## src/rtl/sem_cell_pkg.sv

```systemverilog
package sem_cell_pkg;
   typedef enum logic [1:0] {
      RD_RAW     = 2'd0,
      RD_P_BLOCK = 2'd1,
      RD_P_TRY   = 2'd2,
      RD_RSVD    = 2'd3
   } rd_view_e;

   typedef enum logic [1:0] {
      WR_RAW     = 2'd0,
      WR_V_BLOCK = 2'd1,
      WR_V_TRY   = 2'd2,
      WR_RSVD    = 2'd3
   } wr_view_e;

   typedef struct packed {
      logic take;
      logic take_block;
      logic raw_rd;
      logic give;
   } sem_op_t;
endpackage

```

## src/rtl/sem_view_decode.sv

```systemverilog
module sem_view_decode
   import sem_cell_pkg::*;
(
   input  logic       rd_valid,
   input  logic [1:0] rd_view,
   input  logic       wr_valid,
   input  logic [1:0] wr_view,
   output sem_op_t    op
);
   rd_view_e rv;
   wr_view_e wv;

   always_comb begin
      rv = rd_view_e'(rd_view);
      wv = wr_view_e'(wr_view);
      op = '0;
      if (rd_valid) begin
         unique case (rv)
            RD_RAW:     op.raw_rd = 1'b1;
            RD_P_BLOCK: begin op.take = 1'b1; op.take_block = 1'b1; end
            RD_P_TRY:   op.take = 1'b1;
            default:    ;
         endcase
      end
      if (wr_valid && (wv == WR_V_BLOCK || wv == WR_V_TRY))
         op.give = 1'b1;
   end
endmodule

```

## src/rtl/sem_count_core.sv

```systemverilog
module sem_count_core #(
   parameter int CNT_W = 16
) (
   input  logic             clk,
   input  logic             rst_n,
   input  logic             give,
   input  logic             take,
   input  logic             take_block,
   output logic [CNT_W-1:0] cnt_q,
   output logic [CNT_W-1:0] seen_val,
   output logic             take_ok,
   output logic             take_stall
);
   localparam logic [CNT_W-1:0] CNT_MAX = {CNT_W{1'b1}};

   logic [CNT_W-1:0] after_give;
   logic [CNT_W-1:0] cnt_d;

   always_comb begin
      after_give = (give && cnt_q != CNT_MAX) ? cnt_q + 1'b1 : cnt_q;
      seen_val   = after_give;
      take_ok    = take && (after_give != '0);
      take_stall = take && take_block && (after_give == '0);
      cnt_d      = take_ok ? after_give - 1'b1 : after_give;
   end

   always_ff @(posedge clk or negedge rst_n) begin
      if (!rst_n) cnt_q <= '0;
      else        cnt_q <= cnt_d;
   end
endmodule

```

## src/rtl/sem_waiter_set.sv

```systemverilog
module sem_waiter_set #(
   parameter int NUM_REQ = 8,
   parameter int ID_W    = 3
) (
   input  logic               clk,
   input  logic               rst_n,
   input  logic               stall,
   input  logic [ID_W-1:0]    stall_id,
   input  logic               give,
   output logic [NUM_REQ-1:0] mask_q,
   output logic               wake_valid,
   output logic [NUM_REQ-1:0] wake_mask
);
   logic [NUM_REQ-1:0] mask_d;

   for (genvar i = 0; i < NUM_REQ; i++) begin : g_bit
      always_comb
         mask_d[i] = (give ? 1'b0 : mask_q[i]) |
                     (stall && stall_id == ID_W'(i));
   end

   always_ff @(posedge clk or negedge rst_n) begin
      if (!rst_n) begin
         mask_q     <= '0;
         wake_valid <= 1'b0;
         wake_mask  <= '0;
      end else begin
         mask_q     <= mask_d;
         wake_valid <= give && (mask_q != '0);
         wake_mask  <= give ? mask_q : '0;
      end
   end
endmodule

```

## src/rtl/sem_cell.sv

```systemverilog
module sem_cell
   import sem_cell_pkg::*;
#(
   parameter int CNT_W   = 16,
   parameter int NUM_REQ = 8,
   parameter int ID_W    = (NUM_REQ > 1) ? $clog2(NUM_REQ) : 1
) (
   input  logic               clk,
   input  logic               rst_n,
   input  logic               rd_valid,
   input  logic [1:0]         rd_view,
   input  logic [ID_W-1:0]    rd_id,
   input  logic               wr_valid,
   input  logic [1:0]         wr_view,
   input  logic [CNT_W-1:0]   wr_data,
   output logic               rd_ack,
   output logic [CNT_W-1:0]   rd_data,
   output logic               rd_stall,
   output logic               wake_valid,
   output logic [NUM_REQ-1:0] wake_mask
);
   if (CNT_W < 1 || CNT_W > 64) begin : g_bad_cnt
      $error("sem_cell: CNT_W out of range");
   end
   if (NUM_REQ < 1 || (1 << ID_W) < NUM_REQ) begin : g_bad_req
      $error("sem_cell: NUM_REQ does not fit ID_W");
   end

   sem_op_t          op;
   logic [CNT_W-1:0] cnt_q;
   logic [CNT_W-1:0] seen_val;
   logic             take_ok;
   logic             take_stall;
   logic [NUM_REQ-1:0] mask_q;
   logic             unused_wr_data;

   assign unused_wr_data = ^wr_data;

   sem_view_decode u_dec (
      .rd_valid (rd_valid),
      .rd_view  (rd_view),
      .wr_valid (wr_valid),
      .wr_view  (wr_view),
      .op       (op)
   );

   sem_count_core #(.CNT_W(CNT_W)) u_cnt (
      .clk        (clk),
      .rst_n      (rst_n),
      .give       (op.give),
      .take       (op.take),
      .take_block (op.take_block),
      .cnt_q      (cnt_q),
      .seen_val   (seen_val),
      .take_ok    (take_ok),
      .take_stall (take_stall)
   );

   sem_waiter_set #(.NUM_REQ(NUM_REQ), .ID_W(ID_W)) u_wait (
      .clk        (clk),
      .rst_n      (rst_n),
      .stall      (take_stall),
      .stall_id   (rd_id),
      .give       (op.give),
      .mask_q     (mask_q),
      .wake_valid (wake_valid),
      .wake_mask  (wake_mask)
   );

   always_ff @(posedge clk or negedge rst_n) begin
      if (!rst_n) begin
         rd_ack   <= 1'b0;
         rd_data  <= '0;
         rd_stall <= 1'b0;
      end else begin
         rd_ack   <= rd_valid;
         rd_data  <= (op.raw_rd || take_ok) ? seen_val : '0;
         rd_stall <= take_stall;
      end
   end
endmodule

```

## config.mk

```make
export PLATFORM = sky130hd
export DESIGN_NAME = sem_cell
export DESIGN_NICKNAME = d
export VERILOG_FILES = /design/src/rtl/sem_cell_pkg.sv /design/src/rtl/sem_view_decode.sv /design/src/rtl/sem_count_core.sv /design/src/rtl/sem_waiter_set.sv /design/src/rtl/sem_cell.sv
export SDC_FILE = /design/constraint.sdc
export NUM_CORES = 1
export LEC_CHECK = 0
export BUFFER_PORTS_ARGS = -buffer_cell sky130_fd_sc_hd__buf_2
export CAP_MARGIN = 40
export CELL_PAD_IN_SITES_DETAIL_PLACEMENT = 0
export CELL_PAD_IN_SITES_GLOBAL_PLACEMENT = 1
export CORE_ASPECT_RATIO = 1.4
export CORE_MARGIN = 5
export CORE_UTILIZATION = 40
export CTS_BUF_LIST = sky130_fd_sc_hd__clkbuf_4
export DETAILED_ROUTE_END_ITERATION = 6
export PLACE_DENSITY = 0.83
export SYNTH_ARGS = -nofsm -noshare
export SYNTH_HDL_FRONTEND = slang
export SYNTH_SLANG_ARGS = --single-unit
```

## constraint.sdc

```tcl
create_clock -name clk -period 3.8 [get_ports clk]
set_input_delay 0.38 -clock clk [delete_from_list [all_inputs] [get_ports clk]]
set_output_delay 0.38 -clock clk [all_outputs]
set_load 0.05 [all_outputs]
```

## Word level (Yosys, flattened, before mapping)

Index checks and enable logic that the tools add are counted.
Widths: inputs -> output; s select.

| word-level totals | value |
|---|---|
| register bits | 51 |
| output and inout port bits | 27 |

| operators by class | value |
|---|---|
| add/sub/neg operators | 2 |
| equal/unequal tests | 12 |
| mux-type cells | 17 |
| bitwise logic cells | 8 |
| reduce and logical (&&, ||, !) cells | 22 |

Operators with widths:

| kind | count |
|---|---|
| $mux 16 | 3 |
| $add 16x1->16 const B | 1 |
| $logic_not 16->1 | 1 |
| $ne 16x16->1 const B | 1 |
| $reduce_bool 16->1 | 1 |
| $sub 16x1->16 const B | 1 |
| $logic_and 1x1->1 | 14 |
| $eq 3x3->1 const B | 4 |
| $mux 1 | 12 |
| $mux 8 | 1 |
| $or 1x1->1 | 8 |
| $reduce_bool 8->1 | 1 |
| $eq 3x2->1 const B | 2 |
| $eq 2x1->1 const B | 2 |
| $eq 2x2->1 const B | 2 |
| $eq 3x1->1 const B | 1 |
| $logic_not 3->1 | 1 |
| $mux 3 | 1 |
| $logic_not 2->1 | 1 |
| $logic_or 1x1->1 | 2 |
| $reduce_or 2->1 | 1 |

## Depth between registers and ports, before layout

| depth | value |
|---|---|
| depth in word-level cells | 10 |
| mapped depth | 13 |
| mapped depth without buffers | 10 |

## Hierarchy

From an unflattened synthesis, not the netlist that was laid out.

| second synthesis, totals | value |
|---|---|
| cell total of the unflattened synthesis | 274 |
| area total of the unflattened synthesis | 2,875.3 um2 |

By module, submodules not included:

| module | times used | cells an instance | area an instance (um2) | sequential area each (um2) |
|---|---|---|---|---|
| sem_count_core | 1 | 177 | 1,580.3 | 400.4 |
| sem_waiter_set | 1 | 50 | 625.6 | 425.4 |
| sem_cell | 1 | 38 | 603.1 | 450.4 |
| sem_view_decode | 1 | 9 | 66.3 | 0.0 |

## Least setup slack after synthesis

OpenSTA, ideal clock, no wires.

| timing | value |
|---|---|
| kind | register to register |
| start point | register u_cnt.cnt_q[0] |
| end point | register rd_data[8] |
| data arrival time | 3.152 ns |
| required time | 3.664 ns |
| slack | 0.512 ns |
| stages on the path, launching flop included | 13 |
| clock period less this slack | 3.288 ns |
| cells stage by stage | dfrtp_1 > ha_1 > nand4_1 > nor4_1 > nor2_1 > xnor2_1 > ha_1 > o211ai_1 > or4_1 > buf_6 > a22oi_4 > buf_6 > nor2_1 |

| on the way | value |
|---|---|
| cells in the longest elaborated chain, start to end | 7 |
| elaborated cells between the ends (all ways) | 8 |
| classes of those cells | 1 x add/sub; 1 x eq/ne; 2 x mux; 4 x reduce/logical |

Ends and longest elaborated chain:

| what | RTL line | source |
|---|---|---|
| start, declared | sem_count_core.sv:9 | `output logic [CNT_W-1:0] cnt_q,` |
| start signal, assigned | sem_count_core.sv:29 | `else cnt_q <= cnt_d;` |
| parallel branches: the longest is 2 deep, another holds $add 16x1->16 | n/a |  |
| $mux 16 * | sem_count_core.sv:20 | `after_give = (give && cnt_q != CNT_MAX) ? cnt_q + 1'b1 : cnt_q;` |
| $reduce_bool 16->1 | sem_count_core.sv:22 | `take_ok = take && (after_give != '0);` |
| $logic_and 1x1->1 | sem_count_core.sv:22 |  |
| $logic_or 1x1->1 | sem_cell.sv:77 | `rd_data <= (op.raw_rd \|\| take_ok) ? seen_val : '0;` |
| $mux 16 * | sem_cell.sv:77 |  |
| end signal, assigned | sem_cell.sv:77 |  |
| end, declared | sem_cell.sv:17 | `output logic [CNT_W-1:0] rd_data,` |

Every way passes the cells marked *.

## Worst setup path in the final report

| timing | value |
|---|---|
| start point | register u_cnt.cnt_q[0] |
| end point | register rd_data[13] |

The elaborated chain is that of the path after synthesis.

==> results.sh <==
export IMPL_ctsLongestPathBuffers=2
export IMPL_end_kind="register"
export IMPL_netlist_area_um2=2600
export IMPL_hold_violations=0
export IMPL_finalCriticalPeriod_ns=3.44
export IMPL_worstPathRequired_ns=4.05
export IMPL_synth_nets=283
export IMPL_ys_warn_count=0
export IMPL_drv_cap=0
export IMPL_place_area_um2=2900
export IMPL_ys_seq_elements=51
export IMPL_portBuffers=37
export IMPL_final_antenna_net_count=0
export IMPL_wl_met1_um=2300
export IMPL_cp_start_kind="register"
export IMPL_synthSimpleGateAreaFrac_pct=23.7
export IMPL_tns_ns=0
export IMPL_ys_seq_area_share_pct=49.1
export IMPL_grt_usage_pct=15.1
export IMPL_synthMuxAreaShare_pct=1.93
export IMPL_layout_drive_gt1_share_pct=22.7
export IMPL_synth_cells=251
export IMPL_stdcell_area_um2=2990
export IMPL_dieHeight_um=105
export IMPL_cts_buffers_inserted=5
export IMPL_routed_wl_met3_um=196
export IMPL_htree_levels=2
export IMPL_grt_pass1_vias=2090
export IMPL_avgSynthCellArea_um2=10.3
export IMPL_via_per_inst=5.58
export IMPL_avgRoutedWirePerCell_um=16.2
export IMPL_synthToLayoutAreaGrowth_pct=15.1
export IMPL_synth_compound_area_share_pct=10.6
export IMPL_grt_antenna_before_repair=0
export IMPL_cts_hold_buf=1
export IMPL_worst_slew_pin_slew_ns=0.595
export IMPL_ioPinCount=54
export IMPL_peakVddDrop_mv=0.352
export IMPL_cts_resized=0
export IMPL_synth_top_family_by_area="simple AND/OR/NAND/NOR gates"
export IMPL_synth_xor_area_share_pct=9.10
export IMPL_place_congestion=0.881
export IMPL_grt_pass1_wl_um=10200
export IMPL_met2_length_um=3350
export IMPL_dr_pass1_iters=4
export IMPL_hpwlAfterDp_um=4580
export IMPL_die_x_um=78.1
export IMPL_drc=0
export IMPL_post_cts_buffers=0
export IMPL_final_common_cell="dfrtp_1"
export IMPL_via_count=2069
export IMPL_setup_viol=0
export IMPL_synthArstFlopShare_pct=100
export IMPL_critPathArrivalTime_ns=3.69
export IMPL_final_cell_mix="51 x dfrtp_1, 37 x buf_2, 29 x nor2_1"
export IMPL_grt_ovfl_total=0
export IMPL_fin_crit_sh_pct=90.5
export IMPL_start_util_pct=41.5
export IMPL_drt_iter0_drc=96
export IMPL_die_area_um2=8230
export IMPL_finalClockSkew_ns=0.0191
export IMPL_power_leakage_uw=0.00140
export IMPL_drt_wl_total_um=6020
export IMPL_synth_edf_count=0
export IMPL_grt_max_degree=37
export IMPL_synth_main_ff_cell="dfrtp_1"
export IMPL_slew_headroom_pct=60.0
export IMPL_num_nets_final=330
export IMPL_status="complete, no violations"
export IMPL_clkTransAtPathRegs_ns=0.14
export IMPL_slew_violations=0
export IMPL_coreArea_um2=6250
export IMPL_root_buffer="clkbuf_4"
export IMPL_synthAdderAreaFrac_pct=2.41
export IMPL_crit_path_max_fanout=15
export IMPL_worst_hold_path_type="input port to register"
export IMPL_crit_type="register to register"
export IMPL_rsz0062_at_grt="no"
export IMPL_antenna_cells=0
export IMPL_core_rowCount=34
export IMPL_top_layer="met4"
export IMPL_ys_types=45
export IMPL_cts_sinks=51
export IMPL_cts_tree="yes"
export IMPL_insertion_delay_ns=0.37
export IMPL_power_density_nw_per_um2=640
export IMPL_max_freq_mhz=291
-- layer usage --
| metal | GRT usage, % | up-vias |
|---|---|---|
| li1 | - | 992 |
| met1 | 16.9 | 1027 |
| met2 | 27.5 | 36 |
| met3 | 2.56 | 14 |
| met4 | 6.28 | 0 |
| met5 | 0 | - |
-- state kept, by name (all words and copies together), names as in the netlist --
name and cells:
rd_ack 1, u_cnt.cnt_q 16, u_wait.wake_valid 1, rd_stall 1, u_wait.mask_q 8, u_wait.wake_mask 8, rd_data 16
-- kinds of logic after synthesis --
logic type      Yosys count
simple gates            111
flops                    51
compound gates           36
xor+xnor                 27
buf+inv                  16
mux                       5
fa+ha+maj                 5
-- final cells by class --
type	count	area, µm²
Clock buffer	5	37.5
Clock inverter	3	38.8
Fill cell	604	3260
Inverter	6	22.5
Multi-Input combinational cell	184	1240
Sequential cell	51	1280
Tap cell	72	90.1
Timing Repair Buffer	50	285
-- worst max-delay path, cell delays in order, from the launching register on --
cell      delay [ns]
dfrtp_1         0.46
ha_1            0.31
nand4_1         0.15
nor4_1          0.54
nor2_1          0.21
xnor2_1         0.24
ha_1            0.22
o211ai_1        0.12
or4_1           0.55
a22oi_4         0.44
nor2_1          0.11
-- Yosys cell counts (2+ instances only) --
library cell | number | share of area, %
a22o_1 | 2 | 0.67
nand2_1 | 13 | 1.9
nand3_1 | 9 | 1.7
o21ai_0 | 7 | 1.3
xor2_1 | 11 | 3.7
and3_1 | 13 | 3.1
a31o_2 | 2 | 0.67
o211ai_1 | 2 | 0.58
a21oi_1 | 6 | 1.2
nor4_1 | 8 | 1.9
nand4_1 | 6 | 1.4
dfrtp_1 | 51 | 49
nor3_1 | 11 | 2.1
nand3b_1 | 2 | 0.58
nor3_2 | 2 | 0.77
nor2b_1 | 2 | 0.48
a32o_1 | 6 | 2.3
mux2i_1 | 5 | 1.9
a211oi_1 | 2 | 0.58
ha_1 | 5 | 2.4
buf_2 | 5 | 0.96
clkbuf_1 | 2 | 0.29
nor4b_1 | 4 | 1.3
xnor2_1 | 16 | 5.4
inv_1 | 6 | 0.87
nand2b_1 | 2 | 0.48
buf_6 | 2 | 0.87
o31ai_1 | 2 | 0.58
nor2_1 | 29 | 4.2
or2_2 | 3 | 0.72
-- worst paths after layout --
kind                                                 start                          to  slack, ns  cells past startpoint
worst max-delay path              u_cnt.cnt_q[0]$_DFF_PN0_       rd_data[13]$_DFF_PN0_       0.36                     10
worst min-delay path                              rd_valid            rd_ack$_DFF_PN0_       0.18                      1
min in group asynchronous                            rst_n        rd_data[6]$_DFF_PN0_       0.43                      2
worst max register to register    u_cnt.cnt_q[0]$_DFF_PN0_       rd_data[13]$_DFF_PN0_       0.36                     10
max in group asynchronous                            rst_n    u_cnt.cnt_q[2]$_DFF_PN0_       2.59                      3
worst min register to register  u_wait.mask_q[3]$_DFF_PN0_  u_wait.mask_q[3]$_DFF_PN0_       0.53                      1
-- through the flow --
stage	instances	util (%)	setup WS (ns)	hold slack (ns)	power, µW
4_1_cts	371	47.8	0.332	0.174	1920
5_1_grt	371	47.8	0.106	0.159	2050
6_report	371	47.8	0.359	0.181	1910
2_1_floorplan	251	-	0.512	0.0844	1380
3_5_place_dp	362	46.4	0.363	0.315	1620
3_3_place_gp	362	46.4	0.458	0.305	1600
-- power breakdown --
group	total [µW]	internal, µW	switching, µW	leakage (µW)
combinational	804	303	502	0.000670
sequential	802	654	148	0.000684
clock	305	136	170	0.0000426
Power figures use the tool's default switching activity.
